**src/rtl/spk_pkg.sv**
```systemverilog
package spk_pkg;
    typedef enum logic [1:0] {
        W_IDLE = 2'd0,
        W_HEAD = 2'd1,
        W_DATA = 2'd2,
        W_DIGI = 2'd3
    } wr_state_e;
endpackage

```
**src/rtl/spk_sync.sv**
```systemverilog
module spk_sync #(
    parameter int STAGES = 2
) (
    input  logic clk,
    input  logic rst_n,
    input  logic d,
    output logic q
);
    logic [STAGES-1:0] sh;

    always_ff @(posedge clk or negedge rst_n) begin
        if (!rst_n) sh <= '0;
        else        sh <= {sh[STAGES-2:0], d};
    end

    assign q = sh[STAGES-1];
endmodule

```
**src/rtl/spk_collect.sv**
```systemverilog
module spk_collect #(
    parameter int SAMPLE_W = 8,
    parameter int NSAMP    = 8
) (
    input  logic                               clk,
    input  logic                               rst_n,
    input  logic                               tick,
    input  logic [SAMPLE_W-1:0]                adc,
    input  logic                               dig,
    output logic                               rdy,
    output logic [NSAMP-1:0][SAMPLE_W-1:0]     a_set,
    output logic [NSAMP-1:0]                   d_set
);
    localparam int            IW   = (NSAMP > 1) ? $clog2(NSAMP) : 1;
    localparam logic [IW-1:0] LAST = IW'(NSAMP - 1);

    logic [IW-1:0] idx;

    always_ff @(posedge clk or negedge rst_n) begin
        if (!rst_n) begin
            idx   <= '0;
            rdy   <= 1'b0;
            a_set <= '0;
            d_set <= '0;
        end else begin
            rdy <= 1'b0;
            if (tick) begin
                a_set[idx] <= adc;
                d_set[idx] <= dig;
                if (idx == LAST) begin
                    idx <= '0;
                    rdy <= 1'b1;
                end else begin
                    idx <= idx + 1'b1;
                end
            end
        end
    end
endmodule

```
**src/rtl/spk_writer.sv**
```systemverilog
module spk_writer
    import spk_pkg::*;
#(
    parameter int SAMPLE_W = 8,
    parameter int NSAMP    = 8,
    parameter int SEQ_W    = 4
) (
    input  logic                           clk,
    input  logic                           rst_n,
    input  logic                           rdy,
    input  logic [NSAMP-1:0][SAMPLE_W-1:0] a_in,
    input  logic [NSAMP-1:0]               d_in,
    input  logic                           fifo_full,
    output logic                           fifo_wr,
    output logic [SAMPLE_W:0]              fifo_din,
    output logic                           busy
);
    localparam int            IW   = (NSAMP > 1) ? $clog2(NSAMP) : 1;
    localparam logic [IW-1:0] LAST = IW'(NSAMP - 1);

    wr_state_e                     state, nstate;
    logic [NSAMP-1:0][SAMPLE_W-1:0] abuf;
    logic [NSAMP-1:0]               dbuf;
    logic [SAMPLE_W-1:0]            hdr_q, hdr_next, dig_word;
    logic [SEQ_W-1:0]               seq_q;
    logic                           ovf_q;
    logic [IW-1:0]                  idx;
    logic                           free, accept;

    // The writer can take a new packet when idle or while writing its last word.
    assign free   = (state == W_IDLE) || (state == W_DIGI && fifo_wr);
    assign accept = rdy && free;
    assign busy   = (state != W_IDLE);

    always_comb begin
        hdr_next              = '0;
        hdr_next[SEQ_W-1:0]   = seq_q;
        hdr_next[SEQ_W]       = ovf_q;
        dig_word              = '0;
        dig_word[NSAMP-1:0]   = dbuf;
    end

    // Next-state logic
    always_comb begin
        nstate = state;
        unique case (state)
            W_IDLE: if (rdy)     nstate = W_HEAD;
            W_HEAD: if (fifo_wr) nstate = W_DATA;
            W_DATA: if (fifo_wr && idx == LAST) nstate = W_DIGI;
            W_DIGI: if (fifo_wr) nstate = accept ? W_HEAD : W_IDLE;
            default: nstate = W_IDLE;
        endcase
    end

    // State register
    always_ff @(posedge clk or negedge rst_n) begin
        if (!rst_n) state <= W_IDLE;
        else        state <= nstate;
    end

    // Packet buffer, sequence and overflow tracking
    always_ff @(posedge clk or negedge rst_n) begin
        if (!rst_n) begin
            seq_q <= '0;
            ovf_q <= 1'b0;
            abuf  <= '0;
            dbuf  <= '0;
            hdr_q <= '0;
            idx   <= '0;
        end else begin
            if (rdy) seq_q <= seq_q + 1'b1;
            if (accept) begin
                abuf  <= a_in;
                dbuf  <= d_in;
                hdr_q <= hdr_next;
                ovf_q <= 1'b0;
            end else if (rdy) begin
                ovf_q <= 1'b1;
            end
            if (fifo_wr) begin
                if (state == W_HEAD)      idx <= '0;
                else if (state == W_DATA) idx <= idx + 1'b1;
            end
        end
    end

    // Outputs
    always_comb begin
        fifo_wr  = (state != W_IDLE) && !fifo_full;
        fifo_din = '0;
        unique case (state)
            W_IDLE:  fifo_din = '0;
            W_HEAD:  fifo_din = {1'b1, hdr_q};
            W_DATA:  fifo_din = {1'b0, abuf[idx]};
            W_DIGI:  fifo_din = {1'b0, dig_word};
            default: fifo_din = '0;
        endcase
    end
endmodule

```
**src/rtl/sample_packetizer.sv**
```systemverilog
module sample_packetizer #(
    parameter int SAMPLE_W    = 8,
    parameter int PKT_SAMPLES = 8,
    parameter int SEQ_W       = 4
) (
    input  logic                clk,
    input  logic                rst_n,
    input  logic                smp_tick,
    input  logic [SAMPLE_W-1:0] adc_data,
    input  logic                dig_in,
    input  logic                fifo_full,
    output logic                fifo_wr,
    output logic [SAMPLE_W:0]   fifo_din
);
    logic                              dig_s;
    logic                              pkt_rdy;
    logic [PKT_SAMPLES-1:0][SAMPLE_W-1:0] a_set;
    logic [PKT_SAMPLES-1:0]            d_set;
    logic                              wr_busy;

    spk_sync #(.STAGES(2)) u_sync (
        .clk   (clk),
        .rst_n (rst_n),
        .d     (dig_in),
        .q     (dig_s)
    );

    spk_collect #(.SAMPLE_W(SAMPLE_W), .NSAMP(PKT_SAMPLES)) u_coll (
        .clk   (clk),
        .rst_n (rst_n),
        .tick  (smp_tick),
        .adc   (adc_data),
        .dig   (dig_s),
        .rdy   (pkt_rdy),
        .a_set (a_set),
        .d_set (d_set)
    );

    spk_writer #(.SAMPLE_W(SAMPLE_W), .NSAMP(PKT_SAMPLES), .SEQ_W(SEQ_W)) u_wr (
        .clk       (clk),
        .rst_n     (rst_n),
        .rdy       (pkt_rdy),
        .a_in      (a_set),
        .d_in      (d_set),
        .fifo_full (fifo_full),
        .fifo_wr   (fifo_wr),
        .fifo_din  (fifo_din),
        .busy      (wr_busy)
    );
endmodule

```
**config.mk**
```make
export PLATFORM = sky130hd
export DESIGN_NAME = sample_packetizer
export DESIGN_NICKNAME = d
export VERILOG_FILES = /design/src/rtl/spk_pkg.sv /design/src/rtl/spk_sync.sv /design/src/rtl/spk_collect.sv /design/src/rtl/spk_writer.sv /design/src/rtl/sample_packetizer.sv
export SDC_FILE = /design/constraint.sdc
export NUM_CORES = 1
export LEC_CHECK = 0
export BUFFER_PORTS_ARGS = -buffer_cell sky130_fd_sc_hd__buf_2
export CAP_MARGIN = 20
export CORE_MARGIN = 2
export CORE_UTILIZATION = 56
export DETAILED_ROUTE_END_ITERATION = 16
export GPL_ROUTABILITY_DRIVEN = 0
export HOLD_SLACK_MARGIN = 0.05
export PLACE_DENSITY = 0.86
export SLEW_MARGIN = 20
export SYNTH_ARGS = -nofsm -noshare
export SYNTH_HDL_FRONTEND = slang
export SYNTH_HIERARCHICAL = 1
export SYNTH_SLANG_ARGS = --single-unit
export TNS_END_PERCENT = 20
```
**constraint.sdc**
```tcl
create_clock -name clk -period 1.85 [get_ports clk]
set_input_delay 0.185 -clock clk [delete_from_list [all_inputs] [get_ports clk]]
set_output_delay 0.185 -clock clk [all_outputs]
set_load 0.05 [all_outputs]
```
Word-level counts from Yosys, hierarchy flattened

Cells that the tools add are included.
W data, S select, Z words.

Reductions and logical operators: 13
Magnitude comparators: 3
Add/subtract/negate cells: 3
Equality and inequality tests: 9
Multiplexer cells: 22

Operators with widths:

| operator              | count |
|---|---|
| $bwmux W64            | 1 |
| $pmux W9 S4           | 1 |
| $bmux W8 S3           | 1 |
| $demux W8 S3          | 1 |
| $mux W8               | 2 |
| $mux W3               | 3 |
| $bwmux W8             | 1 |
| $lt A3 B4 Y1 const B  | 2 |
| $mux W2               | 4 |
| $pmux W2 S4           | 1 |
| $add A3 B1 Y3 const B | 2 |
| $eq A3 B3 Y1 const B  | 2 |
| $mux W1               | 6 |
| $ne A2 B1 Y1 const B  | 3 |
| $reduce_bool A2 Y1    | 3 |
| $logic_and A1 B1 Y1   | 5 |
| $add A4 B1 Y4 const B | 1 |
| $eq A2 B2 Y1 const B  | 2 |
| $reduce_and A4 Y1     | 1 |
| $demux W1 S3          | 1 |
| $ge A3 B1 Y1 const B  | 1 |
| $eq A2 B1 Y1 const B  | 1 |
| $logic_not A2 Y1      | 1 |
| $ne A2 B2 Y1 const B  | 1 |
| other kinds (3)       | 3 |

Flip-flop bits (word level): 165
Logic and storage cells: 76
Output and inout port bits: 10
Input bits: 13

Logic depth before layout (Yosys ltp)

Gate-level depths: netlist (run 1).

Depth in word-level cells: 8
Gate-level depth with buffers: 7
Gate-level depth less buffers: 6

Hierarchy

The synthesis (run 1) kept the hierarchy.

Modules (own cells, without submodules):

| module      | cells an instance | sequential area each (µm²) | times used | area an instance (µm²) |
|---|---|---|---|---|
| spk_writer  | 289               | 2177.1                     | 1          | 4085.2 |
| spk_collect | 170               | 1901.8                     | 1          | 2942.8 |
| spk_sync    | 2                 | 50.0                       | 1          | 50.0 |

Least setup slack after synthesis (run 1)

OpenSTA, ideal clock, no wires.

Kind: flip-flop to output port
From: reg u_wr.idx[0]
To: out fifo_din[0]
Data arrival time: 1925 ps
Cell stages (with the launch flop): 8
Buffers on the path: 3
Path slack: -260 ps
Data required time: 1665 ps
Cell sequence: dfrtp_1 -> buf_6 -> buf_12 -> buf_6 -> mux2i_1 -> a22oi_1 -> nand3_1 -> a21oi_1

Word-level cells in the longest chain between the ends: 3

Ends and longest elaborated chain:

| element                       | line                    | source |
|---|---|---|
| start, declared               | spk_writer.sv:27        | `logic [IW-1:0] idx;` |
| start signal, assigned        | spk_writer.sv:82        | `else if (state == W_DATA) idx <= idx + 1'b1;` |
| $bmux W8 S3                   | spk_writer.sv:94        | `W_DATA: fifo_din = {1'b0, abuf[idx]};` |
| $mux W8 (not written as such) | spk_writer.sv:94        |  |
| $pmux W9 S4                   | spk_writer.sv:91        | `unique case (state)` |
| end, declared                 | sample_packetizer.sv:13 | `output logic [SAMPLE_W:0] fifo_din` |

Every way passes these cells. The select of a mux whose other input is x is not followed.

Worst setup path in the final report (run 1)

From: reg u_wr.idx[0]
To: out fifo_din[4]

The elaborated chain is that of the path after synthesis.

==> metrics.cfg, run 1 <==
[status]
status = finished, violations left
violations = negative setup slack

[power_and_ir_drop]
p_sw_share_pct = 32.8
ir_worst_vdd_uv = 970
comb_power_share_pct = 36.5
p_int_mw = 11.2
power_density_nw_per_um2 = 1910
seq_power_share_pct = 38.6
leakage_nw = 3.93
pwr-share-clk_pct = 24.8
p_sw_mw = 5.49

[global_route]
grt.total_usage_pct = 25.8
grt_start_max_net_pins = 54
gr-total-overflow = 0
grt_pass1_wl_um = 25300
grt_pass1_vias = 4583
antenna_found_initial = 1

[drt]
antenna_left = 0
wl_per_cell_um = 24.1
drt_pass1_iterations = 4
drc = 0
via_per_inst = 5.98
totalWireLength_um = 17100
drt_iter0_markers = 286
vias = 4253

[timing]
drv_slew = 0
fin_skew_ns = 0.00934
fmax_mhz = 451
hold_viol = 0
finalWorstSetupSlack_ns = -0.368
relSlewSlack_pct = 64.9
rsz0062_at_grt = yes
fin_crit_ns = 2.22
tightest_slew_ns = 0.526
finalCritPeriodShare_pct = 120
tns_ns = -3.01
finalSetupViolations = 28

[die]
core_area_um2 = 12500
die_y_um = 116
row_count = 41
start_util_pct = 56.7
die_width_um = 116
die_area_um2 = 13500
ioPinCount = 23

[setup_path]
cp_data_arrival_time_ns = 2.03
critPathLaunchType = flop
required_ns = 1.66
path_class = flop to output port
worst-path-max-fanout = 6
crit_path_end_kind = output port

[clocking]
clockRootBuffer = clkbuf_16
numCtsBuffers = 17
insertion_delay_ns = 0.44
cts_buffer_depth = 2
cts_tree = yes
clkSinkCount = 165
htreeDepth = 4
clkTransAtPathRegs_ns = 0.06

[place]
place_ws_ns = -0.0834
place_inst = 667
place_area_um2 = 7600
port_buffers = 22
dp_hpwl_um = 9920

[logic_synthesis]
avgSynthCellArea_um2 = 15.4
syn_area_um2 = 7070
yosysWarningCount = 6
syn_inst = 460
syn-num-nets = 483

[job]
drv_cap = 0

[finish]
final_util_pct = 70.1
final_area_um2 = 8740
final_common_cell = dfrtp_1
nets = 548
synthToLayoutAreaGrowth_pct = 23.6
final_layout_size_suffix_gt1_share_pct = 57.6
final_cell_mix = dfrtp_1, mux2_2, buf_4
fin_cells = 711

[worst_hold_path]
hp-class = primary input to flop

-- routing by layer --
layer  GRT usage, %  vias up  part of all wire, %
li1               -     1807                    -
met1           32.7     2257                   42
met5              0        -                    0
met2           41.8      153                   51
met4           10.4        0                  2.8
met3           8.10       36                  4.7
-- stage by stage --
stage,total power [mW],hold WS (ns)
after floorplan,9.65,-0.111
after global placement,10.9,0.167
after detailed placement,11.3,0.175
after CTS,16.1,0.0873
after global routing,17.4,0.111
final,16.7,0.0868
-- final timing paths --
path                                                 from                           end  depth (start not counted)  slack [ns]
worst max-delay path              u_wr/idx[0]$_DFFE_PN0P_                   fifo_din[4]                          7       -0.37
worst min-delay path                          adc_data[5]  u_coll/a_set[53]$_DFFE_PN0P_                          2        0.09
worst max register to register  u_wr/state[0]$_DFFE_PN0P_     u_wr/state[1]$_DFFE_PN0P_                          6       -0.09
worst min register to register     u_sync/sh[0]$_DFF_PN0_        u_sync/sh[1]$_DFF_PN0_                          0        0.35
max in group asynchronous                           rst_n      u_wr/abuf[5]$_DFFE_PN0P_                          3        0.85
min in group asynchronous                           rst_n     u_wr/seq_q[1]$_DFFE_PN0P_                          2        0.27
-- worst max-delay path, cell delays in order, from the launching register on --
cell and delay, ns:
dfrtp_2 0.44, buf_12 0.15, buf_12 0.14, mux2i_1 0.11, a22oi_1 0.29, nand3_2 0.14
a21oi_2 0.15, buf_6 0.17
-- power by group through the flow --
stage / Sequential, mW / Combinational (mW) / Clock, mW
after floorplan: 5.86 / 3.80 / 0
after global placement: 6.22 / 4.66 / 0
after detailed placement: 6.34 / 4.92 / 0
after CTS: 6.34 / 5.61 / 4.16
after global routing: 6.63 / 6.39 / 4.37
final: 6.46 / 6.10 / 4.15
-- sequential cells by signal (all words and copies together), names as in the netlist, 3 cells and up --
name          count
u_wr/dbuf         8
u_coll/idx        3
u_wr/hdr_q        5
u_coll/d_set      8
u_wr/idx          3
u_coll/a_set     64
u_wr/abuf        64
u_wr/seq_q        4
-- layout make-up --
type                    count  area, µm²
diodes                      1       2.50
fillers                   733       3720
well taps                 172        215
inverters                   3       11.3
multi-input cells         266       2980
repair buffers             72        703
flip-flops and latches    165       4130
clock inverters            13        253
clock buffers              19        443
-- timing repair --
action | in CTS | in global routing
buffers inserted | 7 | 2
gates cloned | 0 | 1
hold buffers | 2 | 0
endpoints found under the setup margin | 83 | 88
endpoints found under the hold margin | 50 | 0
pin swaps | 21 | 11
gates resized for setup | 58 | 25
Power figures use the tool's default switching activity.
==> inputs of run 2 (changes only) <==
- ABC_AREA: unset -> 1
==> run 2 against run 1 <==
The run still ends with negative setup slack left. Synthesized cell count increased by 95%. Global-route usage increased by 3.3 points. Via count increased by 59%. Non-clock buffer count decreased by 20. Critical path type unchanged. Critical endpoint unchanged. Largest power group is now combinational cells.
==> metrics.cfg, run 2 <==
[status]
status = finished, violations left
violations = negative setup slack

[logic_synthesis]
synth_top_area_cell = dfrtp_1
ys.flop_type = dfrtp_1
syn_inst = 896  ; +95%
async_reset_ff_share_pct = 100
synth_top_area_share_pct = 55.3
synth_edf_count = 0
yosysWarningCount = 6  ; unchanged
syn-num-nets = 919  ; +90%
syn_area_um2 = 7460  ; +5.5%
avgSynthCellArea_um2 = 8.33  ; -46%
ys_seq_area_share_pct = 55.3
synth-seq-cells = 165
synth.area.top_cells = dfrtp_1, nand2_1, nand3_1, inv_1, o21ai_0
synth_cell_type_count = 29
ys_top_cells_by_count = nand2_1, dfrtp_1, nand3_1
yosysMostFrequentCell = nand2_1

[global_route]
met2_usage_pct = 44.9  ; +3.1 points
grt_start_max_net_pins = 58  ; +7.4%
grt_pass1_vias = 6052  ; +32%
grt_pass1_wl_um = 31800  ; +26%
busiest_layer = met2
grt.total_usage_pct = 29.1  ; +3.3 points
antenna_found_initial = 0  ; -1
gr-total-overflow = 0  ; unchanged
use_met3_pct = 6.37  ; -1.7 points
grt.met1_usage_pct = 39.8  ; +7.2 points

[timing]
fmax_mhz = 471  ; +4.5%
relSlewSlack_pct = 65.9  ; +1.0 points
fin_skew_ns = 0.00808  ; -0.00126 ns
finalSetupViolations = 10  ; -64%
hold_viol = 0  ; unchanged
drv_slew = 0  ; unchanged
finalCritPeriodShare_pct = 115  ; -5.1 points
finalWorstSetupSlack_ns = -0.273  ; +0.0948 ns
fin_crit_ns = 2.12  ; -0.0948 ns
tightest_slew_ns = 0.510  ; -0.0162 ns
rsz0062_at_grt = yes

[setup_path]
reg2reg_from = u_wr/state[1]$_DFFE_PN0P_
worst-path-max-fanout = 7  ; +1
path_class = flop to output port
critPathLaunchType = flop
cp_data_arrival_time_ns = 1.94  ; -0.09 ns
crit_path_end_kind = output port
critPathLaunch = u_wr/idx[0]$_DFFE_PN0P_
required_ns = 1.66  ; about the same

[drt]
vias = 6762  ; +59%
wl_per_cell_um = 19.9  ; -17%
via_per_inst = 6.10  ; +2.0%
drc = 0  ; unchanged
antenna_left = 0  ; unchanged
drt_pass1_iterations = 6  ; +2
drt_iter0_markers = 1247  ; +340%
totalWireLength_um = 22000  ; +29%

[die]
die_area_um2 = 14300  ; +5.3%
row_count = 42  ; +2.4%
die_width_um = 119  ; +2.6%
ioPinCount = 23  ; unchanged
die_y_um = 119  ; +2.6%
core_area_um2 = 13100  ; +5.4%
start_util_pct = 56.8  ; +0.060 points

[place]
place_area_um2 = 7740  ; +1.8%
port_buffers = 22  ; unchanged
dp_hpwl_um = 12600  ; +27%

[finish]
final_util_pct = 67.7  ; -2.5 points
nets = 942  ; +72%
fill_cells = 877  ; +20%
final_common_cell = nand2_1
synthToLayoutAreaGrowth_pct = 19.1
multi_input_area_um2 = 3050  ; +2.3%
antenna_cells = 0  ; -1
final_area_um2 = 8890  ; +1.7%
top_regs = u_coll/a_set x64, u_wr/abuf x64
final_layout_size_suffix_gt1_share_pct = 21.2  ; -36 points
final-seq-area_um2 = 4130  ; unchanged
final_cell_mix = nand2_1, dfrtp_1, inv_1

[clocking]
htreeDepth = 4  ; unchanged
clockRootBuffer = clkbuf_16
numCtsBuffers = 17  ; unchanged
clkTransAtPathRegs_ns = 0.07  ; about the same
clkSinkCount = 165  ; unchanged
cts_tree = yes
insertion_delay_ns = 0.42  ; -0.02 ns
cts_buffer_depth = 2  ; unchanged

[worst_hold_path]
hp-start = smp_tick
hp-class = primary input to flop

[power_and_ir_drop]
leakage_nw = 4.52  ; +15%
ir_worst_vdd_uv = 846  ; -13%
power_density_nw_per_um2 = 1890  ; -1.4%

[job]
drv_cap = 0  ; unchanged

-- run 2: cell types whose count changed in the layout (fill, tap and decap cells not counted), sizes merged, moves of 16 or more --
cell | previous run | this run
mux2 | 154 | 0
nand3 | 8 | 88
nand2 | 10 | 389
buf | 69 | 48
o21ai | 5 | 69
nor2 | 5 | 28
mux2i | 16 | 0
inv | 3 | 87
-- run 2: kinds of logic (layout without fill, tap and decap cells) --
group / Yosys count / after routing / share of synthesized area, %
compound gates: 83 / 83 / 6.47
fa+ha+maj: 10 / 10 / 1.68
buf+inv: 129 / 165 / 8.18
flops: 165 / 165 / 55.3
xor+xnor: 3 / 3 / 0.352
simple gates: 506 / 506 / 28.0
-- run 2: worst max-delay path: stages (launching register included) --
cell	delay, ns
dfrtp_2	0.44
buf_6	0.14
clkbuf_16	0.16
nand2_1	0.12
nand2_1	0.10
nand3_2	0.10
nand3_2	0.11
a21oi_2	0.16
buf_6	0.17
-- run 2: cell type report --
class / instances / area share (%)
Clock inverter: 13 / 1.52
Tap cell: 176 / 2.48
Multi-Input combinational cell: 602 / 34.4
Sequential cell: 165 / 46.5
Clock buffer: 19 / 5.09
Inverter: 81 / 3.56
Timing Repair Buffer: 52 / 6.50
-- run 2: layer usage --
| metal | wire (µm) | up-vias |
|---|---|---|
| met5 | 0 | - |
| met4 | 1210 | 0 |
| met3 | 2440 | 135 |
| met2 | 10300 | 546 |
| met1 | 8080 | 3245 |
| li1 | - | 2836 |
-- run 2: repair_timing --
| item | CTS | global route |
|---|---|---|
| pin swaps | 18 | 35 |
| endpoints found under the setup margin | 9 | 11 |
| gates cloned | 1 | 2 |
| setup buffers | 2 | 3 |
| resized for setup | 53 | 55 |
| hold buffers | 2 | 0 |
| hold endpoints to repair | 41 | 0 |
-- run 2: report_power, final --
group	switching [mW]	internal [mW]	leakage (nW)
clock network	1.55	1.97	0.284
registers	1.11	5.26	2.04
logic	4.50	2.38	2.19
-- run 2: worst paths after layout --
kind	end	slack, ns	depth (start not counted)
worst max-delay path	fifo_din[4]	-0.27	8
worst min-delay path	u_coll/idx[1]$_DFFE_PN0P_	0.08	2
worst max register to register	u_wr/state[0]$_DFFE_PN0P_	-0.02	9
worst min register to register	u_sync/sh[1]$_DFF_PN0_	0.35	0
max in group asynchronous	u_coll/d_set[1]$_DFFE_PN0P_	0.93	3
min in group asynchronous	u_wr/abuf[38]$_DFFE_PN0P_	0.26	2
-- run 2: stage by stage --
step | power [mW] | hold slack, ns | cells | worst slack (ns) | TNS (ns)
after floorplan | 9.81 | -0.111 | 896 | -0.0699 | -0.534
after global placement | 11.1 | 0.136 | 1066 | 0.109 | 0
after detailed placement | 11.4 | 0.140 | 1066 | 0.0752 | 0
after CTS | 15.5 | 0.0796 | 1103 | -0.185 | -1.41
after global routing | 17.5 | 0.0963 | 1108 | -0.304 | -2.37
final | 16.8 | 0.0797 | 1108 | -0.273 | -1.93
==> inputs of run 3 (changes only) <==
- CORE_UTILIZATION: 56 -> 62
- PLACE_DENSITY: 0.86 -> 0.89
- SETUP_SLACK_MARGIN: unset -> 0.2
- clock period: 1.85 -> 2.4 ns (I/O delays scaled with it)
==> run 3 against run 2 <==
The run now ends clean. Highest routed layer unchanged. First-iteration DRC count down 40%. Sequential share of layout area up 3.0 points. Count of clock-buffer cells in the layout unchanged. Final area down 6.1%. Largest cell class unchanged.
==> metrics.cfg, run 3 (same netlist as run 2, synthesis figures left out) <==
[status]
status = finished, final reports clean

[power_and_ir_drop]
comb_power_share_pct = 36.6  ; -4.5 points
seq_power_share_pct = 40.8  ; +2.8 points
p_sw_mw = 4.60  ; -36%
p_int_mw = 6.91  ; -28%
leakage_nw = 4.30  ; -4.8%
p_sw_share_pct = 39.9  ; -2.7 points
ir_worst_vdd_uv = 552  ; -35%
power_density_nw_per_um2 = 1380  ; -27%
pwr-share-clk_pct = 22.6  ; +1.6 points

[finish]
antenna_cells = 0  ; unchanged
final_cell_mix = nand2_1, dfrtp_1, nand3_1
top_regs = u_coll/a_set x64, u_wr/abuf x64
nets = 932  ; -1.1%
synthToLayoutAreaGrowth_pct = 11.8
final_layout_size_suffix_gt1_share_pct = 13.7  ; -7.6 points
fin_cells = 1069  ; -3.5%
final_common_cell = nand2_1

[global_route]
grt_pass1_wl_um = 28900  ; -9.1%
grt_start_max_net_pins = 55  ; -5.2%
grt.total_usage_pct = 29.5  ; +0.41 points
gr-total-overflow = 0  ; unchanged
antenna_found_initial = 0  ; unchanged
grt_pass1_vias = 5829  ; -3.7%

[setup_path]
critPathLaunch = u_wr/idx[0]$_DFFE_PN0P_
reg2reg_from = u_wr/state[1]$_DFFE_PN0P_
cp_num_buf_inv = 2  ; -1
required_ns = 2.16  ; +0.50 ns
slowest_delay_ns = 0.46  ; +0.02 ns
crit_path_end = fifo_din[6]
r2r_slack_ns = 0.40  ; +0.42 ns
r2r_cells = 9  ; unchanged
worstReg2RegEnd = u_wr/abuf[20]$_DFFE_PN0P_
critical_path.most_common_cell = nand3_1
cp_top_family = simple AND/OR/NAND/NOR gates
cpMaxStageDelayCell = dfrtp_2
path_class = flop to output port
cp_data_arrival_time_ns = 1.99  ; +0.05 ns
crit_cells = 7  ; -1
crit_path_end_kind = output port
crit_path_cell_trace = buf_6 > nand2_1 > nand3_1 > nand3_1 > nand3_1 > a21oi_1 > buf_4
critPathLaunchType = flop
worst-path-max-fanout = 20  ; +13

[die]
die_y_um = 114  ; -4.8%
ioPinCount = 23  ; unchanged
row_count = 40  ; -4.8%
die_area_um2 = 12900  ; -9.4%
die_width_um = 114  ; -4.8%
start_util_pct = 62.9  ; +6.1 points
core_area_um2 = 11900  ; -9.7%

[place]
place_inst = 1035  ; -2.9%
dp_hpwl_um = 11300  ; -10%
port_buffers = 22  ; unchanged

[timing]
tns_ns = 0  ; +1.93 ns
tightest_slew_ns = 0.586  ; +0.0758 ns
rsz0062_at_grt = yes
finalCritPeriodShare_pct = 92.9
fin_skew_ns = 0.00744  ; -0.000642 ns
fmax_mhz = 449
finalSetupViolations = 0  ; -10
drv_slew = 0  ; unchanged
hold_viol = 0  ; unchanged
fin_crit_ns = 2.23
relSlewSlack_pct = 60.9  ; -5.0 points

[job]
drv_cap = 0  ; unchanged

[drt]
via_per_inst = 5.63  ; -7.8%
wl_per_cell_um = 16.6  ; -16%
vias = 6014  ; -11%
drt_pass1_iterations = 5  ; -1
drt_iter0_markers = 748  ; -40%
totalWireLength_um = 17800  ; -19%
drc = 0  ; unchanged
antenna_left = 0  ; unchanged

[worst_hold_path]
hp-class = primary input to flop
holdPathStages = 2  ; unchanged

[clocking]
clkSinkCount = 165  ; unchanged
post_cts_buffers = 0  ; -2
insertion_delay_ns = 0.44  ; +0.02 ns
clkTransAtPathRegs_ns = 0.06  ; about the same
htreeDepth = 4  ; unchanged
clockRootBuffer = clkbuf_16
numCtsBuffers = 17  ; unchanged
cts_buffer_depth = 2  ; unchanged
cts_tree = yes

==> run 3: changes by cell type in the layout (fill, tap and decap cells not counted), sizes merged <==
cell / change
inv: -6
buf: -8
clkbuf: -2
clkinv: +2
clkinvlp: +4
==> run 3: worst reg2reg max path: stages (launching register included) <==
cell     delay, ns
dfrtp_1       0.40
inv_1         0.14
ha_2          0.35
inv_2         0.09
o21ai_4       0.08
nand2_4       0.19
inv_4         0.23
buf_12        0.24
nand2_1       0.11
o21ai_0       0.08
==> run 3: worst min-delay path by stage <==
stage,startpoint,end,slack (ns)
after floorplan,rst_n,u_coll/a_set[0]$_DFFE_PN0P_,-0.06
after global placement,rst_n,u_wr/state[0]$_DFFE_PN0P_,0.24
after detailed placement,rst_n,u_wr/seq_q[2]$_DFFE_PN0P_,0.24
after CTS,smp_tick,u_coll/idx[2]$_DFFE_PN0P_,0.11
after global routing,smp_tick,u_coll/idx[2]$_DFFE_PN0P_,0.13
final,smp_tick,u_coll/idx[2]$_DFFE_PN0P_,0.12
==> run 3: power groups by stage <==
stage          Sequential (mW)  Clock (mW)  Combinational (mW)
2_1_floorplan             4.53           0                3.03
3_3_place_gp              4.66           0                3.82
3_5_place_dp              4.70           0                3.95
4_1_cts                   4.67        2.63                4.06
5_1_grt                   4.83        2.74                4.67
6_report                  4.69        2.60                4.21
==> run 3: repair_timing <==
item | CTS | global route
endpoints found under the setup margin | 8 | 38
gates cloned | 0 | 0
hold buffers | 2 | 0
gates resized for setup | 7 | 22
pin swaps | 0 | 0
endpoints found under the hold margin | 51 | 0
==> run 3: routing by layer <==
layer	share of wire, %	GRT usage (%)	vias up
met4	2.1	11.2	0
met5	0	0	-
li1	-	-	2807
met1	41	40.3	2886
met3	8.8	7.92	35
met2	48	46.1	286
==> run 3: area by class of cell <==
class | instances | area (µm²)
fillers | 846 | 3520
clock inverters | 13 | 128
inverters | 81 | 315
multi-input cells | 602 | 2760
repair buffers | 42 | 388
well taps | 147 | 184
flip-flops and latches | 165 | 4130
clock buffers | 19 | 443
==> run 3: per-stage QoR <==
| step | cell area [µm²] | hold slack, ns | utilization (%) | total power [mW] | worst slack (ns) |
|---|---|---|---|---|---|
| 5_1_grt | 8350 | 0.127 | 70.4 | 12.2 | 0.109 |
| 4_1_cts | 8280 | 0.112 | 69.8 | 11.4 | 0.160 |
| 3_3_place_gp | 7670 | 0.236 | 64.7 | 8.47 | 0.492 |
| 2_1_floorplan | 7470 | -0.0556 | - | 7.55 | 0.425 |
| 6_report | 8350 | 0.122 | 70.4 | 11.5 | 0.171 |
| 3_5_place_dp | 7670 | 0.240 | 64.7 | 8.65 | 0.393 |
